File: config.mk
export PLATFORM = sky130hd
export DESIGN_NAME = pwr_mode_seq
export DESIGN_NICKNAME = d
export VERILOG_FILES = /design/src/rtl/pwr_seq_pkg.sv /design/src/rtl/pwr_seq_arb.sv /design/src/rtl/pwr_seq_dp.sv /design/src/rtl/pwr_seq_ctrl.sv /design/src/rtl/pwr_mode_seq.sv
export SDC_FILE = /design/constraint.sdc
export NUM_CORES = 1
export LEC_CHECK = 0
export ABC_AREA = 1
export BUFFER_PORTS_ARGS = -buffer_cell sky130_fd_sc_hd__buf_2
export CORE_MARGIN = 2
export CORE_UTILIZATION = 40
export DETAILED_ROUTE_END_ITERATION = 10
export PLACE_DENSITY_LB_ADDON = 0.3
export SETUP_SLACK_MARGIN = 0.2
export SLEW_MARGIN = 5
export SYNTH_ARGS = -nofsm -noshare
export SYNTH_HDL_FRONTEND = slang
export SYNTH_HIERARCHICAL = 1
export SYNTH_SLANG_ARGS = --single-unit
File: constraint.sdc
create_clock -name clk -period 3.78 [get_ports clk]
set_clock_uncertainty 0.15 [all_clocks]
set_input_delay 0.189 -clock clk [delete_from_list [all_inputs] [get_ports clk]]
set_output_delay 0.189 -clock clk [all_outputs]
set_load 0.05 [all_outputs]
File: src/rtl/pwr_seq_pkg.sv
package pwr_seq_pkg;

  typedef enum logic [2:0] {
    PS_STANDBY = 3'd0,
    PS_ACTIVE  = 3'd1,
    PS_MCU     = 3'd2,
    PS_S2R     = 3'd3,
    PS_SAFE    = 3'd4
  } pstate_e;

  typedef enum logic [3:0] {
    SQ_NONE         = 4'd0,
    SQ_SAFE_SEVERE  = 4'd1,
    SQ_SAFE         = 4'd2,
    SQ_SAFE_ORDERLY = 4'd3,
    SQ_TO_STANDBY   = 4'd4,
    SQ_WARM_ACTIVE  = 4'd5,
    SQ_ESM_SOC      = 4'd6,
    SQ_WARM_MCU     = 4'd7,
    SQ_PWR_SOC      = 4'd8,
    SQ_BIST         = 4'd9,
    SQ_CRC_ON       = 4'd10,
    SQ_TO_ACTIVE    = 4'd11,
    SQ_TO_MCU       = 4'd12,
    SQ_TO_S2R       = 4'd13,
    SQ_UPD_PREP     = 4'd14
  } seq_e;

  localparam int NUM_TRIG  = 20;
  localparam int TRIG_W    = $clog2(NUM_TRIG);
  localparam int PREEMPT_N = 3;   // indices below this pre-empt a running sequence
  localparam int ID_SOCPWR = 7;
  localparam int ID_SLP01  = 15;

  // control -> datapath strobes
  typedef struct packed {
    logic [3:0] swConsume;
    logic       crcLoad;
    logic       recovInc;
  } dp_strobe_t;

  typedef struct packed {
    pstate_e target;
    logic    keep;
    seq_e    seq;
  } trig_act_t;

  function automatic trig_act_t trigAction(input int id);
    trig_act_t a;
    a = '{target: PS_STANDBY, keep: 1'b1, seq: SQ_NONE};
    case (id)
      0:           a = '{PS_SAFE, 1'b0, SQ_SAFE_SEVERE};
      1:           a = '{PS_SAFE, 1'b0, SQ_SAFE};
      2:           a = '{PS_SAFE, 1'b0, SQ_SAFE_ORDERLY};
      3, 18:       a = '{PS_STANDBY, 1'b0, SQ_TO_STANDBY};
      4:           a = '{PS_ACTIVE, 1'b1, SQ_WARM_ACTIVE};
      5:           a = '{PS_ACTIVE, 1'b1, SQ_ESM_SOC};
      6:           a = '{PS_MCU, 1'b1, SQ_WARM_MCU};
      7:           a = '{PS_MCU, 1'b0, SQ_PWR_SOC};
      8:           a = '{PS_STANDBY, 1'b1, SQ_BIST};
      9:           a = '{PS_STANDBY, 1'b1, SQ_CRC_ON};
      10, 11, 12:  a = '{PS_ACTIVE, 1'b0, SQ_TO_ACTIVE};
      13, 14, 15:  a = '{PS_MCU, 1'b0, SQ_TO_MCU};
      16, 17:      a = '{PS_S2R, 1'b0, SQ_TO_S2R};
      19:          a = '{PS_STANDBY, 1'b1, SQ_UPD_PREP};
      default:     a = '{PS_STANDBY, 1'b1, SQ_NONE};
    endcase
    return a;
  endfunction

  function automatic logic trigAllowed(input int id, input pstate_e st, input logic masked);
    logic run, act, mcu;
    run = (st != PS_SAFE);
    act = (st == PS_ACTIVE);
    mcu = (st == PS_MCU);
    case (id)
      0, 1, 2, 3:  return run;
      4, 5, 7:     return act;
      6:           return mcu;
      8, 9, 19:    return act | mcu;
      10, 11, 12:  return run & ~masked;
      13, 14:      return run;
      15:          return act | mcu | (st == PS_S2R);
      16, 17:      return (act | mcu) & ~masked;
      18:          return act | mcu | (st == PS_STANDBY);
      default:     return 1'b0;
    endcase
  endfunction

endpackage

File: src/rtl/pwr_seq_arb.sv
module pwr_seq_arb
  import pwr_seq_pkg::*;
(
  input  logic [NUM_TRIG-1:0] trigRaw,
  input  pstate_e             curState,
  input  logic                wakeMask,
  input  logic                busy,
  output logic                winValid,
  output logic [TRIG_W-1:0]   winId
);

  logic [NUM_TRIG-1:0] elig;

  for (genvar g = 0; g < NUM_TRIG; g++) begin : gElig
    assign elig[g] = trigRaw[g] && trigAllowed(g, curState, wakeMask)
                     && (!busy || (g < PREEMPT_N));
  end

  always_comb begin
    winValid = 1'b0;
    winId    = '0;
    for (int i = NUM_TRIG - 1; i >= 0; i--) begin
      if (elig[i]) begin
        winValid = 1'b1;
        winId    = TRIG_W'(i);
      end
    end
  end

endmodule

File: src/rtl/pwr_seq_dp.sv
module pwr_seq_dp
  import pwr_seq_pkg::*;
#(
  parameter int CRC_HOLD = 200000,
  parameter int RCNT_W   = 4
) (
  input  logic                clk,
  input  logic                rstN,
  input  logic                shutdownNow,
  input  logic                mcuPwrErr,
  input  logic                orderlyOff,
  input  logic                offReq,
  input  logic                onReq,
  input  logic                mcuOnReq,
  input  logic                wdogErr,
  input  logic                esmSocErr,
  input  logic                socPwrErr,
  input  logic                wake1,
  input  logic                wake2,
  input  logic                sleep1Pin,
  input  logic                sleep2Pin,
  input  logic                sleep1Reg,
  input  logic                sleep2Reg,
  input  logic [3:0]          swReqSet,
  input  logic [RCNT_W-1:0]   recovThresh,
  input  dp_strobe_t          strobe,
  output logic [NUM_TRIG-1:0] trigRaw,
  output logic                recovLimit,
  output logic                ifDisable
);

  localparam int CRC_W = $clog2(CRC_HOLD + 1);

  logic [1:0]        slpEff, slpQ;
  logic              offQ, onQ, mcuOnQ, wake1Q, wake2Q;
  logic [3:0]        swPend, swLive;
  logic [CRC_W-1:0]  crcCnt;
  logic [RCNT_W-1:0] recovCnt;
  logic [RCNT_W:0]   recovNext;
  logic              slpChg;

  assign slpEff = {sleep1Pin | sleep1Reg, sleep2Pin | sleep2Reg};
  assign slpChg = (slpEff != slpQ);
  assign swLive = swPend | swReqSet;

  always_ff @(posedge clk or negedge rstN) begin
    if (!rstN) begin
      slpQ   <= 2'b00;
      offQ   <= 1'b0;
      onQ    <= 1'b0;
      mcuOnQ <= 1'b0;
      wake1Q <= 1'b0;
      wake2Q <= 1'b0;
      swPend <= 4'b0000;
    end else begin
      slpQ   <= slpEff;
      offQ   <= offReq;
      onQ    <= onReq;
      mcuOnQ <= mcuOnReq;
      wake1Q <= wake1;
      wake2Q <= wake2;
      swPend <= swLive & ~strobe.swConsume;
    end
  end

  always_comb begin
    trigRaw     = '0;
    trigRaw[0]  = shutdownNow;
    trigRaw[1]  = mcuPwrErr;
    trigRaw[2]  = orderlyOff;
    trigRaw[3]  = offReq & ~offQ;
    trigRaw[4]  = wdogErr;
    trigRaw[5]  = esmSocErr;
    trigRaw[6]  = wdogErr;
    trigRaw[7]  = socPwrErr;
    trigRaw[8]  = swLive[1];
    trigRaw[9]  = swLive[2];
    trigRaw[10] = onReq & ~onQ;
    trigRaw[11] = wake1 & ~wake1Q;
    trigRaw[12] = slpChg && (slpEff == 2'b11);
    trigRaw[13] = mcuOnReq & ~mcuOnQ;
    trigRaw[14] = wake2 & ~wake2Q;
    trigRaw[15] = slpChg && (slpEff == 2'b01);
    trigRaw[16] = slpChg && (slpEff == 2'b00);
    trigRaw[17] = slpChg && (slpEff == 2'b10);
    trigRaw[18] = swLive[0];
    trigRaw[19] = swLive[3];
  end

  // interface hold-off timer after CRC enable
  always_ff @(posedge clk or negedge rstN) begin
    if (!rstN)               crcCnt <= '0;
    else if (strobe.crcLoad) crcCnt <= CRC_W'(CRC_HOLD);
    else if (crcCnt != '0)   crcCnt <= crcCnt - 1'b1;
  end
  assign ifDisable = (crcCnt != '0);

  // recovery attempt counter
  always_ff @(posedge clk or negedge rstN) begin
    if (!rstN)                recovCnt <= '0;
    else if (strobe.recovInc) recovCnt <= recovNext[RCNT_W-1:0];
  end
  assign recovNext  = {1'b0, recovCnt} + (RCNT_W + 1)'(1);
  assign recovLimit = (recovNext >= {1'b0, recovThresh});

endmodule

File: src/rtl/pwr_seq_ctrl.sv
module pwr_seq_ctrl
  import pwr_seq_pkg::*;
(
  input  logic              clk,
  input  logic              rstN,
  input  logic              winValid,
  input  logic [TRIG_W-1:0] winId,
  input  logic              seqDone,
  input  logic              irqClear,
  input  logic              recovLimit,
  output pstate_e           curState,
  output seq_e              seqCode,
  output logic              seqStart,
  output logic              halted,
  output logic              busy,
  output logic              wakeMask,
  output dp_strobe_t        strobe
);

  trig_act_t act;
  logic      faultSeen, mcuAck, irqPend;
  logic      finish;

  assign act      = trigAction(int'(winId));
  assign wakeMask = faultSeen & ~(mcuAck & ~irqPend);
  assign finish   = !winValid && busy && seqDone;

  always_comb begin
    strobe = '0;
    if (winValid) begin
      case (int'(winId))
        8:  strobe.swConsume[1] = 1'b1;
        9:  begin
              strobe.swConsume[2] = 1'b1;
              strobe.crcLoad      = 1'b1;
            end
        18: strobe.swConsume[0] = 1'b1;
        19: strobe.swConsume[3] = 1'b1;
        default: ;
      endcase
    end
    strobe.recovInc = finish && (curState == PS_SAFE);
  end

  always_ff @(posedge clk or negedge rstN) begin
    if (!rstN) begin
      curState <= PS_STANDBY;
      seqCode  <= SQ_NONE;
      seqStart <= 1'b0;
      halted   <= 1'b0;
      busy     <= 1'b0;
    end else begin
      seqStart <= 1'b0;
      if (winValid) begin
        curState <= act.keep ? curState : act.target;
        seqCode  <= act.seq;
        seqStart <= 1'b1;
        busy     <= 1'b1;
      end else if (finish) begin
        busy <= 1'b0;
        if (curState == PS_SAFE) begin
          if (recovLimit) halted   <= 1'b1;
          else            curState <= PS_STANDBY;
        end
      end
    end
  end

  // lockout after a SoC rail fault
  always_ff @(posedge clk or negedge rstN) begin
    if (!rstN) begin
      faultSeen <= 1'b0;
      mcuAck    <= 1'b0;
      irqPend   <= 1'b0;
    end else if (winValid && (int'(winId) == ID_SOCPWR)) begin
      faultSeen <= 1'b1;
      mcuAck    <= 1'b0;
      irqPend   <= 1'b1;
    end else begin
      if (irqClear) irqPend <= 1'b0;
      if (winValid && (int'(winId) == ID_SLP01) && faultSeen) mcuAck <= 1'b1;
      if (faultSeen && mcuAck && !irqPend) begin
        faultSeen <= 1'b0;
        mcuAck    <= 1'b0;
      end
    end
  end

endmodule

File: src/rtl/pwr_mode_seq.sv
module pwr_mode_seq
  import pwr_seq_pkg::*;
#(
  parameter int CRC_HOLD = 200000,
  parameter int RCNT_W   = 4
) (
  input  logic              clk,
  input  logic              rstN,
  input  logic              shutdownNow,
  input  logic              mcuPwrErr,
  input  logic              orderlyOff,
  input  logic              offReq,
  input  logic              onReq,
  input  logic              mcuOnReq,
  input  logic              wdogErr,
  input  logic              esmSocErr,
  input  logic              socPwrErr,
  input  logic              irqClear,
  input  logic              wake1,
  input  logic              wake2,
  input  logic              sleep1Pin,
  input  logic              sleep2Pin,
  input  logic              sleep1Reg,
  input  logic              sleep2Reg,
  input  logic [3:0]        swReqSet,
  input  logic              seqDone,
  input  logic [RCNT_W-1:0] recovThresh,
  output logic [2:0]        pwrState,
  output logic [3:0]        seqCode,
  output logic              seqStart,
  output logic              halted,
  output logic              ifDisable
);

  logic [NUM_TRIG-1:0] trigRaw;
  logic                recovLimit, winValid, busy, wakeMask;
  logic [TRIG_W-1:0]   winId;
  dp_strobe_t          strobe;
  pstate_e             curState;
  seq_e                seqCodeE;

  pwr_seq_dp #(.CRC_HOLD(CRC_HOLD), .RCNT_W(RCNT_W)) i_dp (
    .clk(clk), .rstN(rstN),
    .shutdownNow(shutdownNow), .mcuPwrErr(mcuPwrErr), .orderlyOff(orderlyOff),
    .offReq(offReq), .onReq(onReq), .mcuOnReq(mcuOnReq),
    .wdogErr(wdogErr), .esmSocErr(esmSocErr), .socPwrErr(socPwrErr),
    .wake1(wake1), .wake2(wake2),
    .sleep1Pin(sleep1Pin), .sleep2Pin(sleep2Pin),
    .sleep1Reg(sleep1Reg), .sleep2Reg(sleep2Reg),
    .swReqSet(swReqSet), .recovThresh(recovThresh), .strobe(strobe),
    .trigRaw(trigRaw), .recovLimit(recovLimit), .ifDisable(ifDisable)
  );

  pwr_seq_arb i_arb (
    .trigRaw(trigRaw), .curState(curState), .wakeMask(wakeMask), .busy(busy),
    .winValid(winValid), .winId(winId)
  );

  pwr_seq_ctrl i_ctrl (
    .clk(clk), .rstN(rstN), .winValid(winValid), .winId(winId),
    .seqDone(seqDone), .irqClear(irqClear), .recovLimit(recovLimit),
    .curState(curState), .seqCode(seqCodeE), .seqStart(seqStart),
    .halted(halted), .busy(busy), .wakeMask(wakeMask), .strobe(strobe)
  );

  assign pwrState = curState;
  assign seqCode  = seqCodeE;

endmodule

### Word level (Yosys, flattened, before mapping)

Memories as Yosys holds them, arrays and structs flattened.
Cells that the tools add are included.
Widths: inputs -> output; s select.

| cells by class | value |
|---|---|
| $add $sub $neg | 2 |
| equal/unequal tests | 17 |
| multiplexer cells | 62 |
| reduce and logical (&&, ||, !) cells | 63 |
| $lt $le $gt $ge | 1 |
| bitwise operators | 26 |

Operators by type and width:

| operator | number |
|---|---|
| $mux 5 | 21 |
| $logic_and 1x1->1 | 49 |
| $mux 18 | 2 |
| $mux 1 | 34 |
| $reduce_bool 18->1 | 1 |
| $sub 18x1->18 const B | 1 |
| $eq 5x4->1 const B | 3 |
| $eq 5x5->1 const B | 3 |
| $mux 3 | 5 |
| $reduce_bool 2->1 | 5 |
| $and 1x1->1 | 9 |
| $not 1->1 | 9 |
| $reduce_and 4->1 | 2 |
| $eq 3x2->1 const B | 2 |
| $add 4x1->5 const B | 1 |
| $ge 5x4->1 | 1 |
| $or 1x1->1 | 5 |
| $and 4x4->4 | 1 |
| $eq 2x2->1 const B | 2 |
| $not 4->4 | 1 |
| $or 4x4->4 | 1 |
| $eq 3x1->1 const B | 1 |
| $eq 3x3->1 const B | 1 |
| $logic_not 1->1 | 3 |
| other kinds (8) | 8 |

| storage, ports and cells | value |
|---|---|
| ROM bits | 256 |
| output and inout port bits | 10 |
| register bits after elaboration | 46 |
| memories kept | 1 |

Memories:

| memory | words | width | read ports | clocked after memory_dff | wr ports | line | source |
|---|---|---|---|---|---|---|---|
| (no name shown) | 32 | 8 | 1 | 0 | 0 | pwr_seq_pkg.sv:51 | `case (id)` |

### Logic depth before layout (Yosys ltp)

Gate-level depths: netlist of run 1.

| logic depth | value |
|---|---|
| depth after elaboration | 32 |
| depth in mapped cells | 31 |

### Cells and area by module

Netlist of run 1, hierarchy kept.

Modules (own cells, without submodules):

| module | area an instance (um2) | instances | cells an instance |
|---|---|---|---|
| pwr_seq_dp | 1896.8 | 1 | 235 |
| pwr_seq_ctrl | 912.1 | 1 | 118 |
| pwr_seq_arb | 445.4 | 1 | 94 |

### Worst setup path before layout of run 1

OpenSTA, ideal clock, no wires.

| timing | value |
|---|---|
| path kind | reg-to-reg |
| start | register i_ctrl.curState[2] |
| end | register i_dp.crcCnt[14] |
| slack | 0.594 ns |
| stages on the path, launching flop included | 19 |
| setup time | 0.072 ns |
| data required time | 3.558 ns |
| arrival time | 2.964 ns |
| cell sequence | dfrtp_1 inv_1 nor2_2 inv_2 nand3_1 nand2_1 nor2_1 nor2_1 o21ai_1 nand2_1 a21oi_1 inv_1 ha_1 nand2_1 nor2_1 inv_1 buf_2 nand3_1 nor2_1 |

RTL lines:

| item | line | source |
|---|---|---|
| start: declaration | pwr_seq_ctrl.sv:11 | `output pstate_e curState,` |
| start signal: assignment | pwr_seq_ctrl.sv:55 | `curState <= act.keep ? curState : act.target;` |
| end signal: assignment | pwr_seq_dp.sv:93 | `else if (strobe.crcLoad) crcCnt <= CRC_W'(CRC_HOLD);` |
| end signal: assignment | pwr_seq_dp.sv:94 | `else if (crcCnt != '0) crcCnt <= crcCnt - 1'b1;` |
| end: declaration | pwr_seq_dp.sv:37 | `logic [CRC_W-1:0] crcCnt;` |

==> results of run 1 <==
-- cells in the mapped netlist (2+ instances only) --
master / instances / area share
nand3_4: 2 / 0.011
nor2_4: 5 / 0.017
nand3_2: 5 / 0.015
nand2_2: 6 / 0.012
o21ai_0: 9 / 0.014
nor2_2: 13 / 0.025
nor2_1: 51 / 0.059
xor2_1: 4 / 0.011
dfrtp_1: 46 / 0.35
inv_1: 67 / 0.077
o22ai_1: 2 / 0.0038
nand3_1: 47 / 0.072
a31oi_1: 5 / 0.0096
inv_2: 6 / 0.0069
buf_2: 3 / 0.0046
mux2_2: 2 / 0.0069
nand2_1: 99 / 0.11
ha_1: 12 / 0.046
o21ai_1: 4 / 0.0062
a21oi_1: 11 / 0.017
o211ai_1: 4 / 0.0092
buf_4: 10 / 0.023
nand4_1: 8 / 0.015
a21boi_0: 2 / 0.0046
or2_2: 5 / 0.0096
-- layer usage --
layer,global-route usage,vias to the layer above,share of wire
met5,0,-,0
met4,0.0483,0,0.012
met3,0.0249,6,0.033
met2,0.288,60,0.48
met1,0.228,1374,0.47
li1,-,1510,-
-- per-stage QoR --
step | setup WS (ns) | total power, uW
2_1_floorplan | 0.594 | 1720
3_3_place_gp | 0.498 | 1980
3_5_place_dp | 0.355 | 2000
4_1_cts | 0.250 | 2350
5_1_grt | 0.223 | 2550
6_report | 0.624 | 2350
-- placed cells by master (no fill, tap or decap), types with 2 or more instances in the layout --
cell	synthesis	layout
a21boi_0	2	2
a21oi_1	11	11
a31oi_1	5	5
buf_2	3	36
buf_4	10	6
clkbuf_8	0	6
clkinv_2	1	2
dfrtp_1	46	46
dlygate4sd3_1	0	16
ha_1	12	12
inv_1	67	66
inv_2	6	7
mux2_2	2	2
nand2_1	99	99
nand2_2	6	6
nand3_1	47	47
nand3_2	5	5
nand3_4	2	2
nand4_1	8	8
nor2_1	51	49
nor2_2	13	14
nor2_4	5	6
o211ai_1	4	4
o21ai_0	9	9
o21ai_1	4	4
o22ai_1	2	2
or2_2	5	5
xor2_1	4	4
-- worst register-to-register path, stage by stage (launching register included) --
cell and delay (ns):
dfrtp_1 0.38, a21boi_0 0.42, inv_1 0.14, nand4_1 0.16
nand2_1 0.07, nand2_1 0.05, nand2_1 0.04, nand2_1 0.05
nand2_1 0.04, nand2_1 0.05, nand2_1 0.05, nand2_1 0.05
nand2_1 0.05, nand2_1 0.05, nand2_1 0.05, nand2_1 0.05
nand2_1 0.08, a21oi_4 0.19, ha_1 0.17, nand2_1 0.08
nor2_4 0.15, inv_2 0.12, nand4_4 0.14, clkinv_2 0.13
a21oi_1 0.13
-- flip-flops by register name, summed over array words and instances (netlist names), 2 cells and up --
name	flops
i_dp/crcCnt	18
i_dp/swPend	4
i_dp/slpQ	2
i_ctrl/seqCode	4
i_ctrl/curState	3
i_dp/recovCnt	4
-- layout make-up --
| cell class | instances | share of cell area |
|---|---|---|
| Multi-Input combinational cell | 312 | 0.459 |
| Clock buffer | 7 | 0.0229 |
| Clock inverter | 1 | 0.00133 |
| Timing Repair Buffer | 58 | 0.102 |
| Sequential cell | 46 | 0.305 |
| Inverter | 75 | 0.0756 |
| Tap cell | 102 | 0.0338 |
-- what timing repair did --
item / 4_1_cts / 5_1_grt
hold buffers: 16 / 0
gates resized for setup: 0 / 5
hold endpoints to repair: 59 / 0
setup endpoints to repair: 0 / 18
-- power breakdown --
| part | switching [uW] | total (uW) | internal, uW | leakage (uW) |
|---|---|---|---|---|
| clock | 170 | 318 | 148 | 0.0000482 |
| combinational | 840 | 1280 | 444 | 0.00139 |
| sequential | 124 | 745 | 621 | 0.000522 |
| total | 1130 | 2350 | 1210 | 0.00196 |
-- kinds of logic (layout without fill, tap and decap cells) --
kind of cell | Yosys count | after routing | share of synthesized area
mux | 2 | 2 | 0.00692
compound gates | 43 | 43 | 0.0796
simple gates | 250 | 250 | 0.381
xor+xnor | 5 | 5 | 0.0135
fa+ha+maj | 12 | 12 | 0.0461
buf+inv | 89 | 141 | 0.119
flops | 46 | 46 | 0.354
-- how the worst max path moves through the flow --
| stage | from | to | slack, ns | depth (start not counted) |
|---|---|---|---|---|
| global route | i_ctrl/mcuAck | i_dp/crcCnt[7] | 0.22 | 24 |
| floorplan | i_ctrl/curState[2] | i_dp/crcCnt[14] | 0.59 | 18 |
| global placement | i_ctrl/mcuAck | i_dp/crcCnt[8] | 0.50 | 24 |
| finish | sleep2Pin | i_dp/crcCnt[8] | 0.62 | 30 |
| CTS | sleep2Pin | i_dp/crcCnt[8] | 0.25 | 30 |
| detailed placement | i_ctrl/mcuAck | i_dp/crcCnt[8] | 0.36 | 24 |
==> results.yml, run 1 <==
sta:
  fmax_ghz: 0.317
  final-hold-violation-count: 0
  tightest_slew_ns: 1.02
  fin_crit_ns: 3.16
  setup_violations: 0
  timing.hold.ws_ns: 0.282
  finalMaxSlewViolations: 0
  min_period_over_period: 0.835
  fin_tns_setup_ns: 0
  slew-limit-headroom: 0.320
  rsz0062_at_grt: "no"
critical_path:
  worst-path-max-fanout: 9
  cpMostUsedCell: "nand2_1"
  cp_num_buf_inv: 6
  reg2reg_to: "i_dp/crcCnt[8]"
  cp-start-kind: "input port"
  crit_path_end_kind: "flip-flop"
  crit_family: "simple AND/OR/NAND/NOR gates"
  r2r_cells: 24
  slowest_delay_ns: 0.53
  crit_type: "in -> reg"
  rr_startpoint: "i_ctrl/mcuAck"
  worstPathArrival_ns: 3.24
  slowest_stage: "dlygate4sd3_1"
  r2r_slack_ns: 0.66
  required_ns: 3.86
route:
  ant_nets: 0
  wl_per_cell_um: 11.9
  finalWirelength_mm: 7.14
  num_vias: 2950
  drc_errors: 0
  vias_per_cell: 4.91
  first_pass_iters: 5
  drtIter0Drc: 119
die:
  rows: 32
  initial_core_util: 0.417
  die_area_um2: 8870
  core_area_um2: 7810
  boundaryPins: 37
  die_w_um: 94.2
  die_h_um: 94.2
global_routing:
  grt_pass1_wl_mm: 12.0
  antenna_found_initial: 0
  grt-ovfl-total: 0
  grt_pass1_vias: 2723
  grt_max_degree: 47
  grt.total_usage: 0.171
layout:
  multiInputGateArea_um2: 1730
  layout-drive-gt1-share: 0.210
  final_nets: 537
  instances_no_fill: 601
  final_area_um2: 3770
  post-route-util: 0.483
  syn_to_final_growth_pct: 16.0
  seq_area_um2: 1150
  antennaDiodeCount: 0
  fill_cells: 774
status:
  outcome: "finished clean"
logic_synthesis:
  synth-main-ff-cell: "dfrtp_1"
  synth_area_per_cell_um2: 7.28
  syn-num-nets: 486
  yosysWarningCount: 6
  yosysSeqAreaShare: 0.354
  ys_types: 44
  synth_edf_count: 0
  syn_inst: 447
  ys_seq_elements: 46
  synth_area_um2: 3250
  async_flop_share: 1.00
placement:
  dpl.hpwl_mm: 5.39
  placed_cell_area_um2: 3510
  dp_cells: 577
  place.gp.congestion: 0.871
  portBuffers: 36
cts:
  root_buffer: "clkbuf_8"
  htreeDepth: 2
  post-cts-setup-buffers: 0
  clock_path_buffers: 2
  tritoncts: "built"
  numCtsBuffers: 5
  clk-insertion-delay-late_ns: 0.30
  clkTransAtPathRegs_ns: 0.09
  cts.sinks: 46
min_path:
  holdPathEnd: "i_ctrl/seqStart"
  holdPathStages: 6
  hp-start: "orderlyOff"
  hp-class: "in -> reg"
power:
  power.static_leakage_uw: 0.00196
  ir_drop_mv: 0.316
  p_per_area_nw_per_um2: 622
flow_run:
  cap_violations: 0
Note: power is estimated with default switching activity, not from simulation.
==> run 2: changes to the inputs <==
==> constraint.sdc (replaced) <==
create_clock -name clk -period 2.65 [get_ports clk]
set_clock_uncertainty 0.15 [all_clocks]
set_input_delay 0.1325 -clock clk [delete_from_list [all_inputs] [get_ports clk]]
set_output_delay 0.1325 -clock clk [all_outputs]
set_load 0.05 [all_outputs]
==> results.yml, run 2 (synthesis results as in run 1) <==
critical_path:
  cp-start-kind: "flip-flop"
  crit_path_end_kind: "flip-flop"
  slowest_delay_ns: 0.46
  worst-path-max-fanout: 5
  crit_type: "reg -> reg"
  required_ns: 2.74
  worstPathArrival_ns: 2.97
  slowest_stage: "dfrtp_2"
  cpMostUsedCell: "nand2_1"
power:
  seq_power_share: 0.242
  p_sw_uw: 2070
  netSwitchingFraction: 0.470
  ir_drop_mv: 0.593
  p_int_uw: 2330
  clock_power_share: 0.093
  combPwrFrac: 0.665
  p_per_area_nw_per_um2: 947
  power.static_leakage_uw: 0.00233
global_routing:
  grt_pass1_wl_mm: 14.4
  grt_pass1_vias: 3183
  grt_max_degree: 26
  antenna_found_initial: 0
  grt-ovfl-total: 0
  grt.total_usage: 0.205
layout:
  layout-drive-gt1-share: 0.408
  instances_no_fill: 661
  regMostFlops: "i_dp/crcCnt"
  layout_commonest_cell: "nand2_1"
  final_cell_mix: "87 x nand2_1, 59 x buf_4, 57 x inv_1, 42 x dfrtp_1, 38 x nor2_1"
  final_nets: 598
  post-route-util: 0.595
  syn_to_final_growth_pct: 42.7
  antennaDiodeCount: 0
  largest_reg_flops: 18
route:
  drtIter0Drc: 145
  wl_per_cell_um: 13.2
  vias_per_cell: 4.89
  first_pass_iters: 4
  wl_met3_um: 229
  wl_met1_mm: 3.95
  num_vias: 3229
  finalWirelength_mm: 8.74
  routed-wl-met2_mm: 4.39
  top_layer_used: "met4"
  drc_errors: 0
  ant_nets: 0
sta:
  layout_setup_ws_ns: -0.229
  slew-limit-headroom: 0.591
  finalMaxSlewViolations: 0
  final-hold-violation-count: 0
  fin_tns_setup_ns: -4.01
  rsz0062_at_grt: "yes"
  tightest_slew_ns: 0.614
  fmax_ghz: 0.347
  timing.hold.ws_ns: 0.0312
  fin_crit_ns: 2.88
  min_period_over_period: 1.09
  setup_violations: 31
placement:
  dpl.hpwl_mm: 6.09
  portBuffers: 36
  dp_cells: 612
  place.gp.congestion: 0.845
cts:
  root_buffer: "clkbuf_8"
  tritoncts: "built"
  clkTransAtPathRegs_ns: 0.08
  clock_path_buffers: 2
  cts.sinks: 46
  clk-insertion-delay-late_ns: 0.30
  htreeDepth: 2
  numCtsBuffers: 5
die:
  die_w_um: 94.2
  die_h_um: 94.2
  initial_core_util: 0.417
  boundaryPins: 37
  die_area_um2: 8870
  core_area_um2: 7810
  rows: 32
status:
  outcome: "finished with violations"
  violations: "setup timing"
min_path:
  hp-class: "in -> reg"
flow_run:
  cap_violations: 0
-- run 2: worst paths after layout --
| check | slack [ns] | cells past startpoint | to | from |
|---|---|---|---|---|
| worst max-delay path | -0.23 | 29 | i_ctrl/curState[1] | i_ctrl/curState[0] |
| min in group asynchronous | 0.23 | 2 | i_dp/crcCnt[11] | rstN |
| worst min-delay path | 0.03 | 4 | i_dp/slpQ[1] | sleep1Pin |
| worst max register to register | -0.23 | 29 | i_ctrl/curState[1] | i_ctrl/curState[0] |
| max in group asynchronous | 1.41 | 3 | i_dp/onQ | rstN |
| worst min register to register | 0.31 | 1 | i_ctrl/halted | i_ctrl/halted |
-- run 2: power by group through the flow --
stage          logic, uW  clock network, uW  registers [uW]
6_report            2920                411            1060
5_1_grt             3170                454            1090
2_1_floorplan       1340                  0            1230
3_5_place_dp        2160                  0            1070
3_3_place_gp        2120                  0            1060
4_1_cts             2650                429            1060
-- run 2: final cells by class --
class	count	area, um2
flip-flops and latches	46	1160
multi-input cells	312	2100
fillers	691	3160
inverters	75	302
clock buffers	7	76.3
repair buffers	119	886
well taps	102	128
-- run 2: worst max-delay path, delay by kind of cell, from the launching register on --
kind | cells | cell delay (ns)
AOI/OAI and AO/OA | 2 | 0.38
and+or+nand+nor | 23 | 1.43
adders and majority gates | 1 | 0.15
buffers and inverters | 3 | 0.25
DFF | 1 | 0.46
-- run 2: metal layers --
layer	GRT usage	up-vias
li1	-	1639
met1	0.264	1519
met2	0.357	55
met3	0.0321	16
met4	0.0556	0
met5	0	-
-- run 2: timing repair --
item,in CTS,in global routing
pin swaps,29,20
gates cloned,0,0
resized for setup,58,39
endpoints found under the hold margin,36,0
endpoints found under the setup margin,37,38
hold buffers,13,0
buffers inserted,17,12
-- run 2: per-stage QoR --
stage	cell area [um2]	worst slack, ns	power, uW
2_1_floorplan	3330	-0.107	2570
3_3_place_gp	3840	-0.128	3170
3_5_place_dp	3840	-0.217	3220
4_1_cts	4410	-0.133	4140
5_1_grt	4640	-0.464	4710
6_report	4640	-0.229	4400
==> run 3: changes to the inputs <==
--- a/config.mk
+++ b/config.mk
@@ -7,6 +7,7 @@
 export LEC_CHECK = 0
 export ABC_AREA = 1
 export BUFFER_PORTS_ARGS = -buffer_cell sky130_fd_sc_hd__buf_2
+export CORE_ASPECT_RATIO = 1.2
 export CORE_MARGIN = 2
 export CORE_UTILIZATION = 40
 export DETAILED_ROUTE_END_ITERATION = 10
==> results.yml, run 3 (synthesis results as in run 1) <==
global_routing:
  grt_max_degree: 29
  grt-ovfl-total: 0
  antenna_found_initial: 0
  grt_pass1_wl_mm: 14.6
  grt_pass1_vias: 3305
  grt.total_usage: 0.206
die:
  die_w_um: 86.3
  boundaryPins: 37
  rows: 36
  core_area_um2: 8020
  die_area_um2: 8880
  die_h_um: 103
  initial_core_util: 0.406
critical_path:
  cp-start-kind: "flip-flop"
  crit_type: "reg -> reg"
  worst-path-max-fanout: 9
  crit_path_start: "i_ctrl/curState[1]"
  worstPathArrival_ns: 2.98
  rr_startpoint: "i_ctrl/curState[1]"
  required_ns: 2.70
  crit_path_end_kind: "flip-flop"
sta:
  slew-limit-headroom: 0.562
  fmax_ghz: 0.342
  min_period_over_period: 1.10
  fin_crit_ns: 2.92
  layout_setup_ws_ns: -0.275
  final-hold-violation-count: 0
  rsz0062_at_grt: "yes"
  finalMaxSlewViolations: 0
  setup_violations: 31
  tightest_slew_ns: 0.656
layout:
  final_nets: 592
  seq_area_um2: 1160
  final_cell_mix: "83 x nand2_1, 58 x inv_1, 50 x buf_4, 42 x dfrtp_1, 41 x nor2_1"
  syn_to_final_growth_pct: 42.8
  largest_reg_flops: 18
  regMostFlops: "i_dp/crcCnt"
  antennaDiodeCount: 0
  layout-drive-gt1-share: 0.417
  fill_cells: 727
  multiInputGateArea_um2: 2110
  layout_commonest_cell: "nand2_1"
placement:
  dp_slack_ns: -0.229
  portBuffers: 36
  dpl.hpwl_mm: 6.12
  place.gp.congestion: 0.934
route:
  drtIter0Drc: 89
  finalWirelength_mm: 8.79
  vias_per_cell: 4.95
  wl_per_cell_um: 13.5
  first_pass_iters: 4
  num_vias: 3213
  ant_nets: 0
  drc_errors: 0
power:
  power_uw: 4470
  ir_drop_mv: 0.754
  p_per_area_nw_per_um2: 961
  power.static_leakage_uw: 0.00233
cts:
  tritoncts: "built"
  cts.sinks: 46
  clock_path_buffers: 2
  clkTransAtPathRegs_ns: 0.10
  root_buffer: "clkbuf_8"
  htreeDepth: 2
  numCtsBuffers: 5
  clk-insertion-delay-late_ns: 0.31
min_path:
  hp-class: "in -> reg"
  hp-start: "sleep1Reg"
flow_run:
  cap_violations: 0
status:
  violations: "setup timing"
  outcome: "finished with violations"
## run 3: metal layers
metal  wire [um]  vias to the layer above  track usage
met2        4990                       45        0.407
met4         163                        0       0.0517
li1            -                     1629            -
met5           0                        -            0
met1        3450                     1521        0.231
met3         185                       18       0.0288
## run 3: what timing repair did
| action | in CTS | in global routing |
|---|---|---|
| endpoints found under the setup margin | 35 | 38 |
| pin swaps | 23 | 25 |
| setup buffers | 15 | 6 |
| resized for setup | 67 | 34 |
| hold endpoints to repair | 39 | 0 |
| hold buffers | 13 | 0 |
## run 3: power by group
group,internal [uW],switching [uW],leakage [uW]
registers,889,169,0.000518
clock network,189,268,0.0000408
logic,1270,1680,0.00177
total,2350,2120,0.00233
## run 3: final cells by class
cell class,instances,area share
inverters,75,0.0643
multi-input cells,312,0.454
flip-flops and latches,46,0.249
clock buffers,5,0.0148
repair buffers,113,0.187
well taps,95,0.0256
clock inverters,3,0.00511
## run 3: critical path: stages (launching register included)
cell     delay (ns)
dfrtp_2        0.44
buf_4          0.15
buf_4          0.12
buf_4          0.12
nand4_1        0.10
nand2_1        0.08
inv_2          0.08
nand3_2        0.09
nor4_4         0.35
inv_2          0.08
nor3_2         0.19
buf_4          0.26
inv_1          0.16
nand2_2        0.14
nor2_4         0.04
nor2_4         0.10
nor2_4         0.04
nand2_1        0.06
nand2_1        0.05
## run 3: final timing paths
kind	end	slack (ns)	depth (start not counted)
worst max-delay path	i_ctrl/curState[0]	-0.27	18
worst min-delay path	i_dp/slpQ[1]	0.04	4
worst max register to register	i_ctrl/curState[0]	-0.27	18
worst min register to register	i_ctrl/halted	0.31	1
max in group asynchronous	i_dp/slpQ[0]	1.28	4
min in group asynchronous	i_dp/crcCnt[3]	0.23	2
## run 3: through the flow
step	hold WS [ns]	cells	area (um2)	setup TNS, ns	utilization
after floorplan	-0.313	447	3330	-1.26	-
after detailed placement	0.0555	607	3860	-3.78	0.481
final	0.0363	649	4650	-4.35	0.580
after CTS	0.0147	643	4460	-1.75	0.556
after global routing	0.0518	649	4650	-12.17	0.580
after global placement	0.0407	607	3860	-3.40	0.481
